$ cat src/rtl/dds_pkg.sv
package dds_pkg;

   typedef enum logic [2:0] {
      TONE_SINGLE = 3'b000,
      TONE_FSK    = 3'b001,
      TONE_RFSK   = 3'b010,
      TONE_CHIRP  = 3'b011,
      TONE_BPSK   = 3'b100
   } tone_mode_e;

   localparam int MODE_W = 3;

   function automatic int words_for(input int bits, input int word_w);
      return (bits + word_w - 1) / word_w;
   endfunction

endpackage

$ cat src/rtl/dds_shadow_regs.sv
module dds_shadow_regs
   import dds_pkg::*;
#(
   parameter int ACC_W   = 48,
   parameter int PHASE_W = 14,
   parameter int AMP_W   = 12,
   parameter int DATA_W  = 16,
   parameter int ADDR_W  = 3
) (
   input  logic               clk,
   input  logic               rst_n,
   input  logic               wr_en,
   input  logic [ADDR_W-1:0]  wr_addr,
   input  logic [DATA_W-1:0]  wr_data,
   input  logic               update,
   output logic [ACC_W-1:0]   ftw_act,
   output logic [PHASE_W-1:0] off_act,
   output logic [AMP_W-1:0]   amp_act,
   output logic [MODE_W-1:0]  mode_act
);

   localparam int FTW_WORDS = words_for(ACC_W, DATA_W);
   localparam int WIDE_W    = FTW_WORDS * DATA_W;
   localparam int A_OFF     = FTW_WORDS;
   localparam int A_AMP     = FTW_WORDS + 1;
   localparam int A_MODE    = FTW_WORDS + 2;

   if (A_MODE >= (1 << ADDR_W)) begin : g_bad_addr_w
      $error("ADDR_W too small for the register map");
   end
   if (DATA_W < PHASE_W || DATA_W < AMP_W || DATA_W < MODE_W) begin : g_bad_data_w
      $error("DATA_W narrower than a field");
   end

   logic [WIDE_W-1:0]  ftw_sh_wide;
   logic [PHASE_W-1:0] off_sh;
   logic [AMP_W-1:0]   amp_sh;
   logic [MODE_W-1:0]  mode_sh;

   for (genvar w = 0; w < FTW_WORDS; w++) begin : g_ftw_word
      always_ff @(posedge clk or negedge rst_n) begin
         if (!rst_n)
            ftw_sh_wide[w*DATA_W +: DATA_W] <= '0;
         else if (wr_en && (wr_addr == ADDR_W'(w)))
            ftw_sh_wide[w*DATA_W +: DATA_W] <= wr_data;
      end
   end

   always_ff @(posedge clk or negedge rst_n) begin
      if (!rst_n) begin
         off_sh  <= '0;
         amp_sh  <= '0;
         mode_sh <= TONE_SINGLE;
      end else if (wr_en) begin
         if (wr_addr == ADDR_W'(A_OFF))  off_sh  <= wr_data[PHASE_W-1:0];
         if (wr_addr == ADDR_W'(A_AMP))  amp_sh  <= wr_data[AMP_W-1:0];
         if (wr_addr == ADDR_W'(A_MODE)) mode_sh <= wr_data[MODE_W-1:0];
      end
   end

   always_ff @(posedge clk or negedge rst_n) begin
      if (!rst_n) begin
         ftw_act  <= '0;
         off_act  <= '0;
         amp_act  <= '0;
         mode_act <= TONE_SINGLE;
      end else if (update) begin
         ftw_act  <= ftw_sh_wide[ACC_W-1:0];
         off_act  <= off_sh;
         amp_act  <= amp_sh;
         mode_act <= mode_sh;
      end
   end

   p_hold_no_update_r3: assert property (@(posedge clk) disable iff (!rst_n)
      !update |=> ($stable(ftw_act) && $stable(off_act) && $stable(amp_act)));

   p_mode_hold_r7: assert property (@(posedge clk) disable iff (!rst_n)
      !update |=> $stable(mode_act));

   p_unmapped_ignored_r8: assert property (@(posedge clk) disable iff (!rst_n)
      (wr_en && (wr_addr > ADDR_W'(A_MODE))) |=>
         ($stable(ftw_sh_wide) && $stable(off_sh) && $stable(amp_sh) && $stable(mode_sh)));

endmodule

$ cat src/rtl/dds_phase_acc.sv
module dds_phase_acc #(
   parameter int ACC_W = 48
) (
   input  logic             clk,
   input  logic             rst_n,
   input  logic [ACC_W-1:0] ftw_i,
   output logic [ACC_W-1:0] acc_q
);

   if (ACC_W < 2) begin : g_bad_acc_w
      $error("ACC_W must be at least 2");
   end

   always_ff @(posedge clk or negedge rst_n) begin
      if (!rst_n) acc_q <= '0;
      else        acc_q <= acc_q + ftw_i;
   end

   p_zero_ftw_hold_r2: assert property (@(posedge clk) disable iff (!rst_n)
      (ftw_i == '0) |=> $stable(acc_q));

endmodule

$ cat src/rtl/dds_phase_offset.sv
module dds_phase_offset #(
   parameter int ACC_W   = 48,
   parameter int PHASE_W = 14,
   parameter bit OUT_REG = 1'b0
) (
   input  logic               clk,
   input  logic               rst_n,
   input  logic [ACC_W-1:0]   acc_i,
   input  logic [PHASE_W-1:0] off_i,
   output logic [PHASE_W-1:0] phase_o
);

   if (PHASE_W > ACC_W) begin : g_bad_phase_w
      $error("PHASE_W exceeds ACC_W");
   end

   logic [PHASE_W-1:0] sum;
   assign sum = acc_i[ACC_W-1 -: PHASE_W] + off_i;

   if (OUT_REG) begin : g_reg
      always_ff @(posedge clk or negedge rst_n) begin
         if (!rst_n) phase_o <= '0;
         else        phase_o <= sum;
      end
   end else begin : g_comb
      assign phase_o = sum;

      p_zero_offset_pass_r5: assert property (@(posedge clk) disable iff (!rst_n)
         (off_i == '0) |-> (phase_o == acc_i[ACC_W-1 -: PHASE_W]));
   end

endmodule

$ cat src/rtl/dds_tune_core.sv
module dds_tune_core
   import dds_pkg::*;
#(
   parameter int ACC_W   = 48,
   parameter int PHASE_W = 14,
   parameter int AMP_W   = 12,
   parameter int DATA_W  = 16,
   parameter int ADDR_W  = 3,
   parameter bit OUT_REG = 1'b0
) (
   input  logic               clk,
   input  logic               rst_n,
   input  logic               wr_en,
   input  logic [ADDR_W-1:0]  wr_addr,
   input  logic [DATA_W-1:0]  wr_data,
   input  logic               update,
   output logic [ACC_W-1:0]   phase_acc,
   output logic [PHASE_W-1:0] phase_word,
   output logic [AMP_W-1:0]   amplitude,
   output logic [MODE_W-1:0]  mode_code
);

   logic [ACC_W-1:0]   ftw_act;
   logic [PHASE_W-1:0] off_act;

   dds_shadow_regs #(
      .ACC_W(ACC_W), .PHASE_W(PHASE_W), .AMP_W(AMP_W),
      .DATA_W(DATA_W), .ADDR_W(ADDR_W)
   ) u_regs (
      .clk(clk), .rst_n(rst_n),
      .wr_en(wr_en), .wr_addr(wr_addr), .wr_data(wr_data),
      .update(update),
      .ftw_act(ftw_act), .off_act(off_act),
      .amp_act(amplitude), .mode_act(mode_code)
   );

   // Every mode code, legal or not, steps the accumulator as single tone.
   dds_phase_acc #(.ACC_W(ACC_W)) u_acc (
      .clk(clk), .rst_n(rst_n), .ftw_i(ftw_act), .acc_q(phase_acc)
   );

   dds_phase_offset #(
      .ACC_W(ACC_W), .PHASE_W(PHASE_W), .OUT_REG(OUT_REG)
   ) u_off (
      .clk(clk), .rst_n(rst_n), .acc_i(phase_acc), .off_i(off_act),
      .phase_o(phase_word)
   );

   p_amp_hold_r6: assert property (@(posedge clk) disable iff (!rst_n)
      !update |=> $stable(amplitude));

endmodule

$ cat config.mk
export PLATFORM = sky130hd
export DESIGN_NAME = dds_tune_core
export DESIGN_NICKNAME = d
export VERILOG_FILES = /design/src/rtl/dds_pkg.sv /design/src/rtl/dds_shadow_regs.sv /design/src/rtl/dds_phase_acc.sv /design/src/rtl/dds_phase_offset.sv /design/src/rtl/dds_tune_core.sv
export SDC_FILE = /design/constraint.sdc
export NUM_CORES = 1
export LEC_CHECK = 0
export BUFFER_PORTS_ARGS = -buffer_cell sky130_fd_sc_hd__buf_2
export CORE_MARGIN = 4
export CORE_UTILIZATION = 60
export CTS_CLUSTER_DIAMETER = 50
export DETAILED_ROUTE_END_ITERATION = 10
export GPL_TIMING_DRIVEN = 0
export PLACE_DENSITY = 0.81
export RECOVER_POWER = 100
export SLEW_MARGIN = 30
export SYNTH_ARGS = -nofsm -noshare
export SYNTH_HDL_FRONTEND = slang
export SYNTH_SLANG_ARGS = --single-unit
export TNS_END_PERCENT = 5
$ cat constraint.sdc
create_clock -name clk -period 3.3 [get_ports clk]
set_input_delay 0.33 -clock clk [delete_from_list [all_inputs] [get_ports clk]]
set_output_delay 0.33 -clock clk [all_outputs]
set_load 0.03 [all_outputs]
==> metrics.md, run 1 <==
| Metric | Value |
|---|---|
| Antenna violations before repair | `2` |
| Num CTS Buffers | `23` |
| GRT Residual Overflow | `0` |
| Initial Util | `61.5%` |
| H-tree depth | `1` |
| Min-delay worst type | `input port to register` |
| First-pass GRT wire length | `39200 µm` |
| Post-synth top cells | `dfrtp_1 (202), mux2_2 (153), ha_1 (60)` |
| Relative area change from synthesis to final layout | `16.2%` |
| Fillers | `1169` |
| CP Max Fanout | `4` |
| Setup crit end kind | `output pin` |
| Drt first pass iters | `5` |
| Synthesis Warnings | `0` |
| Syn nets | `945` |
| Relative slew slack | `-7.38%` |
| Die X | `139 µm` |
| Core Rows | `47` |
| Top post-synthesis cells by area | `dfrtp_1 (49%), mux2_2 (17%), ha_1 (7.3%), xnor2_1 (3.0%), a21oi_1 (2.8%)` |
| Routed wire length | `24900 µm` |
| Routed Antenna Nets | `0` |
| Top-area cell type share of the netlist area | `49.4%` |
| Endpoints failing setup | `1` |
| Synth area leader | `dfrtp_1` |
| Crit start category | `register` |
| Die H | `139 µm` |
| Failing checks | `capacitance limit, slew limit, setup timing` |
| Yosys reg bits | `202` |
| Mapped Cells | `860` |
| Ratio of final minimum period to clock period | `100%` |
| Dpl hpwl | `17200 µm` |
| Drc violations | `0` |
| Avg Cell Area, Syn | `11.9 µm²` |
| RSZ-0062 raised after global routing | `true` |
| Fmax | `0.303 GHz` |
| Leakage | `5.32 nW` |
| Clk_skew | `0.0157 ns` |
| Root Driver | `clkbuf_16` |
| GRT Overall Usage | `25.1%` |
| CTS tree | `yes` |
| Final Hold Vio Count | `0` |
| Final Non-Filler Cells | `1236` |
| Slew Limit Fails | `63` |
| Share of layout cells above drive strength 1 | `26.6%` |
| Core area | `16600 µm²` |
| Port Buf Inserts | `97` |
| Initial DRC Count | `461` |
| Largest net degree at the start of global routing | `92` |
| Worst path arrival time | `2.97 ns` |
| WL met1 | `10700 µm` |
| TritonCTS Sinks | `202` |
| Max-Cap Viols | `1` |
| DP Cell Count | `1179` |
| Number of diodes | `0` |
| Top sig layer | `met5` |
| Clock-pin transition on the worst setup and hold timing paths | `0.06 ns` |
| PwrDens | `1170 nW/µm²` |
| Wire per inst | `20.1 µm` |
| Met3 WL | `1550 µm` |
| Most frequent cell after synthesis | `dfrtp_1` |
| Full die area | `19200 µm²` |
| Worst skew pair latency | `0.51 ns` |
| Crit Path Class | `register to output pin` |
| Final RePlAce weighted congestion | `0.896` |
| Post-synth EDFFs | `0` |
| Vias in the first global route | `7438` |
| Fin nets | `1086` |
| Worst slew pin tran | `1.61 ns` |
| Met2 wire length | `11900 µm` |
| Max Root-Sink Buffers | `3` |
| WP data required | `2.97 ns` |
| Vias per cell | `5.98` |
| Setup WS post-layout | `-0.00159 ns` |
| Top FF cell, synth | `dfrtp_1` |
| Post-Syn Area | `10200 µm²` |
| Seq/Total Area, Yosys | `49.4%` |
| Worst vdd rail ir drop | `0.644 mV` |
| Total negative slack | `-0.00159 ns` |
| I/O pins | `100` |
| Distinct cells, synth | `57` |
| DR vias | `7394` |
| Tmin final | `3.30 ns` |
| Async S/R FF share, synth | `100%` |
| Status | `finished with violations` |
==> kinds of logic (layout without fill, tap and decap cells) <==
group,count (synthesis),in the layout,synth area share (%)
adders and majority gates,62,62,7.72
buffers and inverters,51,207,2.13
AOI/OAI and AO/OA,165,165,10.9
and+or+nand+nor,169,169,8.06
muxes,154,154,16.9
DFF,202,202,49.4
xor gates and xnor gates,57,57,4.87
==> final timing paths <==
kind / slack, ns / endpoint / startpoint / cells after the start
setup / recovery: -0.002 / phase_word[11] / u_acc.acc_q[35]$_DFF_PN0_ / 10
hold / removal: 0.08 / u_regs.ftw_sh_wide[47]$_DFFE_PN0P_ / wr_data[15] / 2
setup reg to reg: 0.13 / u_acc.acc_q[43]$_DFF_PN0_ / u_acc.acc_q[8]$_DFF_PN0_ / 9
hold reg to reg: 0.49 / u_regs.off_act[2]$_DFFE_PN0P_ / u_regs.off_sh[2]$_DFFE_PN0P_ / 1
max in group asynchronous: 0.59 / u_regs.off_sh[7]$_DFFE_PN0P_ / rst_n / 3
min in group asynchronous: 0.77 / u_acc.acc_q[9]$_DFF_PN0_ / rst_n / 2
==> registers in the layout (all words and copies together) (netlist names) <==
| signal | flops |
|---|---|
| u_regs.ftw_sh_wide | 48 |
| u_acc.acc_q | 48 |
| u_regs.ftw_act | 48 |
| u_regs.mode_sh | 3 |
| u_regs.amp_act | 12 |
| u_regs.amp_sh | 12 |
| u_regs.off_act | 14 |
| u_regs.off_sh | 14 |
| u_regs.mode_act | 3 |
==> per-stage QoR <==
stage / instance area (µm²) / utilization [%] / setup slack, ns / hold slack [ns] / power, W
after CTS: 12000 / 71.8 / -0.127 / 0.0702 / 0.0138
after global placement: 11000 / 66.1 / -1.38 / 0.470 / 0.0108
after floorplan: 10200 / - / 0.197 / 0.0344 / 0.00921
after detailed placement: 11100 / 66.5 / 0.240 / 0.310 / 0.0110
after global routing: 11900 / 71.5 / -0.123 / 0.0922 / 0.0148
final: 11900 / 71.5 / -0.00159 / 0.0818 / 0.0139
==> power by group <==
group | switching, W | total, W | internal [W]
clock network | 0.00103 | 0.00253 | 0.00150
logic | 0.00460 | 0.00743 | 0.00282
registers | 0.000595 | 0.00391 | 0.00331
==> repair_timing <==
item	CTS	global route
resized for setup	12	20
setup endpoints to repair	4	8
buffers inserted	11	5
pin swaps	7	9
endpoints found under the hold margin	61	0
hold buffers	1	0
==> critical path, stage by stage, from the launching register on <==
cell,delay (ns)
dfrtp_2,0.46
ha_1,0.31
a21o_1,0.20
a21oi_2,0.17
o21a_1,0.20
o21ai_2,0.10
a211oi_2,0.36
buf_4,0.17
o21bai_1,0.08
xor2_1,0.19
buf_2,0.23
==> placed cells by master (no fill, tap or decap), types with 12 or more instances in the layout <==
cell	count
xnor2_1	34
a21o_1	27
buf_4	17
nand2_1	54
xor2_1	22
nand3_1	18
mux2_2	149
nor2_1	33
inv_1	12
ha_1	58
o21ai_0	26
clkbuf_1	98
a21oi_1	56
nor3_1	14
clkbuf_16	23
nand4_1	12
dfrtp_1	199
buf_2	30
==> cell type report <==
type	count	area (µm²)	share of cell area, %
Sequential cell	202	5060	42.5
Multi-Input combinational cell	607	5010	42.1
Clock buffer	31	666	5.59
Timing Repair Buffer	116	576	4.84
Tap cell	220	275	2.31
Buffer	37	165	1.39
Clock inverter	9	93.8	0.789
Inverter	14	52.6	0.442
==> layer usage <==
metal	up-vias	GRT usage [%]
met3	65	5.07
met2	225	41.1
met1	3701	34.2
li1	3399	-
met5	-	0
met4	4	7.52
No activity file was read; power rests on OpenSTA's default activity.
==> inputs of run 2 (changes only) <==
BUFFER_PORTS_ARGS = default   (was -buffer_cell sky130_fd_sc_hd__buf_2)
CORE_UTILIZATION = 64   (was 60)
DONT_BUFFER_PORTS = 1   (was default)
PLACE_DENSITY = 0.8   (was 0.81)
==> run 2 against run 1 <==
Critical path type unchanged. Largest power group unchanged. Critical path depth increased by 1. Critical endpoint is now phase_word[12]. Via count decreased by 3.6%. Global-route usage increased by 2.6 points. Final cell count decreased by 7.9%. Sequential share of layout area increased by 1.1 points. Core utilization increased by 3.7 points. Clock skew increased by 0.012 ns. First-iteration DRC count increased by 0.87%. The flow finishes with violations (hold timing, setup timing). Combinational power decreased by 16%.
==> metrics.md, run 2 (synthesized netlist as in run 1, its figures left out) <==
| Metric | Value |
|---|---|
| Status | `finished with violations` |
| Failing checks | `hold timing, setup timing` |
| Worst vdd rail ir drop | `0.809 mV` |
| NetSw | `0.00612 W` |
| Root Driver | `clkbuf_16` |
| H-tree depth | `1` |
| Fin nets | `990` |
| Hold_buf cts | `16` |
| Leakage | `5.14 nW` |
| DR vias | `7127` |
| Clock-pin transition on the worst setup and hold timing paths | `0.06 ns` |
| Part of the power in combinational logic | `46.1%` |
| Switching share of power | `45.3%` |
| Antenna violations before repair | `7` |
| Core area | `15400 µm²` |
| Power Total | `0.0135 W` |
| Seq pwr share | `34.6%` |
| Vias per cell | `6.26` |
| Crit-path max cell delay | `0.53 ns` |
| Most numerous cell on the critical path | `o21ai_2` |
| Reg2Reg Depth | `10` |
| Final RePlAce weighted congestion | `0.928` |
| Routed wire length | `25200 µm` |
| Largest net degree at the start of global routing | `203` |
| Largest regs | `u_acc.acc_q (48), u_regs.ftw_act (48), u_regs.ftw_sh_wide (48)` |
| GRT Residual Overflow | `0` |
| Slew Limit Fails | `0` |
| CTS tree | `yes` |
| Critical path buffer and inverter count | `1` |
| Worst slew pin tran | `1.01 ns` |
| Share of layout cells above drive strength 1 | `25.2%` |
| Num CTS Buffers | `23` |
| CP delay by family, top | `compound AO/OA/AOI/OAI gates` |
| Place WS | `-0.225 ns` |
| WP data required | `2.97 ns` |
| Core Rows | `45` |
| Drc violations | `0` |
| I/O pins | `100` |
| Vias in the first global route | `7459` |
| CP Max Fanout | `3` |
| Routed Antenna Nets | `0` |
| TritonCTS Sinks | `202` |
| Worst skew pair latency | `0.51 ns` |
| Endpoints failing setup | `3` |
| GRT Overall Usage | `27.7%` |
| R2r startpoint | `u_acc.acc_q[11]$_DFF_PN0_` |
| Max Root-Sink Buffers | `3` |
| Worst path arrival time | `3.01 ns` |
| Die H | `134 µm` |
| Utilization after layout | `75.2%` |
| Ratio of final minimum period to clock period | `101%` |
| Relative area change from synthesis to final layout | `13.2%` |
| RSZ-0062 raised after global routing | `true` |
| Commonest non-fill, non-tap cells in the layout | `dfrtp_1 (200), mux2_2 (150), ha_1 (59)` |
| Crit start category | `register` |
| Max-Cap Viols | `0` |
| Most common cell after layout, fill and taps aside | `dfrtp_1` |
| PwrDens | `1170 nW/µm²` |
| Initial DRC Count | `465` |
| R2r setup slk | `0.19 ns` |
| Dpl hpwl | `17200 µm` |
| Relative slew slack | `32.4%` |
| Initial Util | `66.4%` |
| Die X | `134 µm` |
| Crit path cell chain | `ha_4 -> inv_2 -> fa_2 -> nor2b_2 -> o21ai_2 -> a21oi_2 -> o21ai_2 -> a211oi_2 -> nor2_1 -> a211o_1 -> xnor2_4` |
| Internal cell power | `0.00740 W` |
| Crit path max-delay cell type | `dfrtp_2` |
| Tmin final | `3.34 ns` |
| Full die area | `18100 µm²` |
| First-pass GRT wire length | `39600 µm` |
| Setup WS post-layout | `-0.0407 ns` |
| Final Hold Vio Count | `202` |
| Reg2reg end | `u_acc.acc_q[45]$_DFF_PN0_` |
| Clock Power Share | `19.3%` |
| Min-delay worst type | `input port to async pin` |
| Crit Path Class | `register to output pin` |
| Total negative slack | `-0.0887 ns` |
| Port Buf Inserts | `0` |
| Wire per inst | `22.2 µm` |
| Fmax | `0.299 GHz` |
| Drt first pass iters | `5` |
| Clk_skew | `0.0278 ns` |
| Setup crit end kind | `output pin` |
| Hold_ws | `-0.471 ns` |
==> run 2: cell count changes in the layout (fill, tap and decap cells not counted), sizes merged <==
cell         previous run  this run
clkbuf                131        58
buf                    52        16
dlygate4sd3             1        16
diode                   0         5
clkinv                  3         1
bufinv                  1         2
inv                    17        18
==> run 2: routing by layer <==
metal	vias up	global-route usage, %	share of wire, %
met1	3552	35.6	40
li1	3212	-	-
met3	71	5.51	6.8
met4	4	9.39	3.5
met2	288	47.4	50
met5	-	0	0.11
==> run 2: power by group through the flow <==
stage | combinational, W | clock, W | sequential [W]
global route | 0.00679 | 0.00275 | 0.00476
global placement | 0.00556 | 0 | 0.00467
floorplan | 0.00480 | 0 | 0.00441
finish | 0.00622 | 0.00261 | 0.00468
detailed placement | 0.00579 | 0 | 0.00470
CTS | 0.00607 | 0.00264 | 0.00468
==> run 2: how the worst max path moves through the flow <==
stage | cells past startpoint | slack [ns] | from | to
CTS | 11 | -0.15 | u_acc.acc_q[34]$_DFF_PN0_ | phase_word[12]
global placement | 11 | -0.18 | u_acc.acc_q[34]$_DFF_PN0_ | phase_word[12]
floorplan | 11 | 0.20 | u_acc.acc_q[34]$_DFF_PN0_ | phase_word[12]
global route | 11 | -0.15 | u_acc.acc_q[34]$_DFF_PN0_ | phase_word[12]
detailed placement | 11 | -0.23 | u_acc.acc_q[34]$_DFF_PN0_ | phase_word[12]
finish | 11 | -0.04 | u_acc.acc_q[34]$_DFF_PN0_ | phase_word[12]
==> run 2: through the flow <==
| stage | hold slack [ns] | instance area, µm² | cells |
|---|---|---|---|
| final | -0.471 | 11600 | 1138 |
| after detailed placement | 0.0392 | 10500 | 1071 |
| after floorplan | 0.0344 | 10200 | 860 |
| after global routing | -0.492 | 11600 | 1138 |
| after CTS | -0.490 | 11500 | 1131 |
| after global placement | 0.0399 | 10500 | 1071 |
==> run 2: area by class of cell <==
| class | count | area, µm² |
|---|---|---|
| multi-input combinational | 607 | 5070 |
| sequential | 202 | 5060 |
| fill | 1011 | 3830 |
| clock buffer | 33 | 673 |
| tap | 211 | 264 |
| timing repair buffer | 20 | 190 |
| buffer | 37 | 165 |
| clock inverter | 9 | 115 |
| inverter | 14 | 52.6 |
| antenna | 5 | 12.5 |
==> run 2: what timing repair did <==
item | 4_1_cts | 5_1_grt
endpoints found under the setup margin | 7 | 11
resized for setup | 18 | 5
endpoints found under the hold margin | 278 | 202
pin swaps | 9 | 11
buffers inserted | 2 | 2
==> inputs of run 3 (changes only) <==
CORE_UTILIZATION = 58   (was 64)
PLACE_DENSITY = 0.76   (was 0.8)
clock period = 3.03 ns   (was 3.3 ns; I/O delays follow)
==> run 3 against run 2 <==
The run still ends with hold timing, setup timing left. Via count is 3.5% lower. Hold slack worse by 0.046 ns. First-iteration DRC count is 1.9% lower. Global-route usage is 3.4 points lower. Critical path type unchanged. Critical endpoint unchanged.
==> metrics.md, run 3 (synthesized netlist as in run 1, its figures left out) <==
| Metric | Value |
|---|---|
| Status | `finished with violations` |
| Failing checks | `hold timing, setup timing` |
| WP data required | `2.73 ns` |
| Hold_ws | `-0.517 ns` |
| Slew Limit Fails | `0` |
| Most numerous cell on the critical path | `o21ai_2` |
| Met1 usage in global routing | `32.2%` |
| RSZ-0062 raised after global routing | `true` |
| Final RePlAce weighted congestion | `0.911` |
| GRT busiest layer | `met2` |
| Num CTS Buffers | `25` |
| Relative area change from synthesis to final layout | `13.9%` |
| TritonCTS Sinks | `202` |
| Die X | `141 µm` |
| Leakage | `5.17 nW` |
| CTS tree | `yes` |
| Core area | `17300 µm²` |
| Met2 usage | `41.5%` |
| Crit path max-delay cell type | `dfrtp_2` |
| H-tree depth | `1` |
| GRT Overall Usage | `24.3%` |
| Number of diodes | `0` |
| Most common cell after layout, fill and taps aside | `dfrtp_1` |
| Vias per cell | `5.99` |
| Routed wire length | `24000 µm` |
| R2r startpoint | `u_acc.acc_q[9]$_DFF_PN0_` |
| Reg2reg end | `u_acc.acc_q[47]$_DFF_PN0_` |
| Clk_skew | `0.0119 ns` |
| Vias in the first global route | `7158` |
| Drt first pass iters | `5` |
| Met3 usage | `4.27%` |
| Fmax | `0.303 GHz` |
| First-pass GRT wire length | `38600 µm` |
| Setup WS post-layout | `-0.276 ns` |
| Max Root-Sink Buffers | `3` |
| Setup crit end kind | `output pin` |
| Crit Path Class | `register to output pin` |
| Reg2Reg Depth | `10` |
| Root Driver | `clkbuf_16` |
| Initial DRC Count | `456` |
| Final Non-Filler Cells | `1148` |
| Full die area | `19800 µm²` |
| Crit start category | `register` |
| Dpl hpwl | `16600 µm` |
| Commonest non-fill, non-tap cells in the layout | `dfrtp_1 (200), mux2_2 (152), ha_1 (59)` |
| Largest regs | `u_acc.acc_q (48), u_regs.ftw_act (48), u_regs.ftw_sh_wide (48)` |
| Worst path arrival time | `3.00 ns` |
| Worst slew pin tran | `0.947 ns` |
| Routed Antenna Nets | `0` |
| Antenna violations before repair | `0` |
| Die H | `141 µm` |
| Port Buf Inserts | `0` |
| GRT Residual Overflow | `0` |
| CP Max Fanout | `3` |
| Power Total | `0.0147 W` |
| R2r setup slk | `0.02 ns` |
| PwrDens | `1260 nW/µm²` |
| Drc violations | `0` |
| Core Rows | `48` |
| Largest net degree at the start of global routing | `203` |
| Utilization after layout | `67.4%` |
| Fin nets | `991` |
| Tmin final | `3.31 ns` |
| Endpoints failing setup | `5` |
| Ratio of final minimum period to clock period | `109%` |
| DP Cell Count | `1085` |
| Clock-pin transition on the worst setup and hold timing paths | `0.06 ns` |
| Wire per inst | `20.9 µm` |
| Max-Cap Viols | `0` |
| I/O pins | `100` |
| Initial Util | `59.2%` |
| Worst vdd rail ir drop | `1.24 mV` |
| Hold_buf cts | `16` |
| Relative slew slack | `36.4%` |
| Crit-path max cell delay | `0.52 ns` |
| Worst skew pair latency | `0.51 ns` |
| Min-delay worst type | `input port to async pin` |
| Share of layout cells above drive strength 1 | `26.5%` |
| DR vias | `6880` |
| Crit path cell chain | `ha_4 -> inv_2 -> fa_2 -> nor2b_2 -> o21ai_2 -> a21oi_2 -> o21ai_2 -> a211oi_2 -> nor2_1 -> a211o_1 -> xnor2_4` |
| Final Hold Vio Count | `202` |
[run 3: changes by cell type in the layout (fill, tap and decap cells not counted), sizes merged]
cell and change:
buf -2, bufinv -2, clkbuf +3, clkinv +2, diode -5
[run 3: worst max path at each step]
stage | cells after the start | start | end | slack [ns]
2_1_floorplan | 11 | u_acc.acc_q[34]$_DFF_PN0_ | phase_word[12] | 0.12
3_3_place_gp | 11 | u_acc.acc_q[34]$_DFF_PN0_ | phase_word[12] | -0.22
3_5_place_dp | 11 | u_acc.acc_q[34]$_DFF_PN0_ | phase_word[12] | -0.26
4_1_cts | 11 | u_acc.acc_q[34]$_DFF_PN0_ | phase_word[12] | -0.36
5_1_grt | 11 | u_acc.acc_q[34]$_DFF_PN0_ | phase_word[12] | -0.36
6_report | 11 | u_acc.acc_q[34]$_DFF_PN0_ | phase_word[12] | -0.28
[run 3: stage by stage]
| stage | setup TNS [ns] | worst slack, ns | cell area, µm² | hold slack, ns |
|---|---|---|---|---|
| global placement | -0.964 | -0.215 | 10500 | 0.0157 |
| finish | -0.859 | -0.276 | 11700 | -0.517 |
| global route | -1.74 | -0.363 | 11700 | -0.533 |
| floorplan | 0 | 0.124 | 10200 | 0.00741 |
| CTS | -1.01 | -0.363 | 11600 | -0.526 |
| detailed placement | -1.23 | -0.256 | 10500 | 0.0134 |
[run 3: cell type report]
| type | instances | area (µm²) |
|---|---|---|
| fillers | 1258 | 5630 |
| multi-input cells | 607 | 5140 |
| flip-flops and latches | 202 | 5060 |
| clock buffers | 35 | 713 |
| well taps | 225 | 282 |
| repair buffers | 19 | 183 |
| plain buffers | 37 | 166 |
| clock inverters | 9 | 71.3 |
| inverters | 14 | 52.6 |
[run 3: timing repair]
item / CTS / global route
gates resized for setup: 23 / 21
buffers inserted: 1 / 2
setup endpoints to repair: 22 / 19
endpoints found under the hold margin: 279 / 202
pin swaps: 9 / 5
[run 3: critical path, delay by kind of cell, from the launching register on]
kind,cells,cell delay (ns)
AOI/OAI and AO/OA,5,0.91
and+or+nand+nor,2,0.20
buffers and inverters,1,0.04
DFF,1,0.52
adders and majority gates,2,0.54
xor gates and xnor gates,1,0.28
[run 3: metal layers]
| metal | part of all wire, % | vias up |
|---|---|---|
| met4 | 2.7 | 0 |
| met1 | 42 | 3419 |
| met5 | 0 | - |
| li1 | - | 3210 |
| met2 | 49 | 200 |
| met3 | 5.4 | 51 |
[run 3: report_power, final]
part	switching, W	internal [W]
logic	0.00403	0.00282
registers	0.00148	0.00359
clock network	0.00113	0.00165
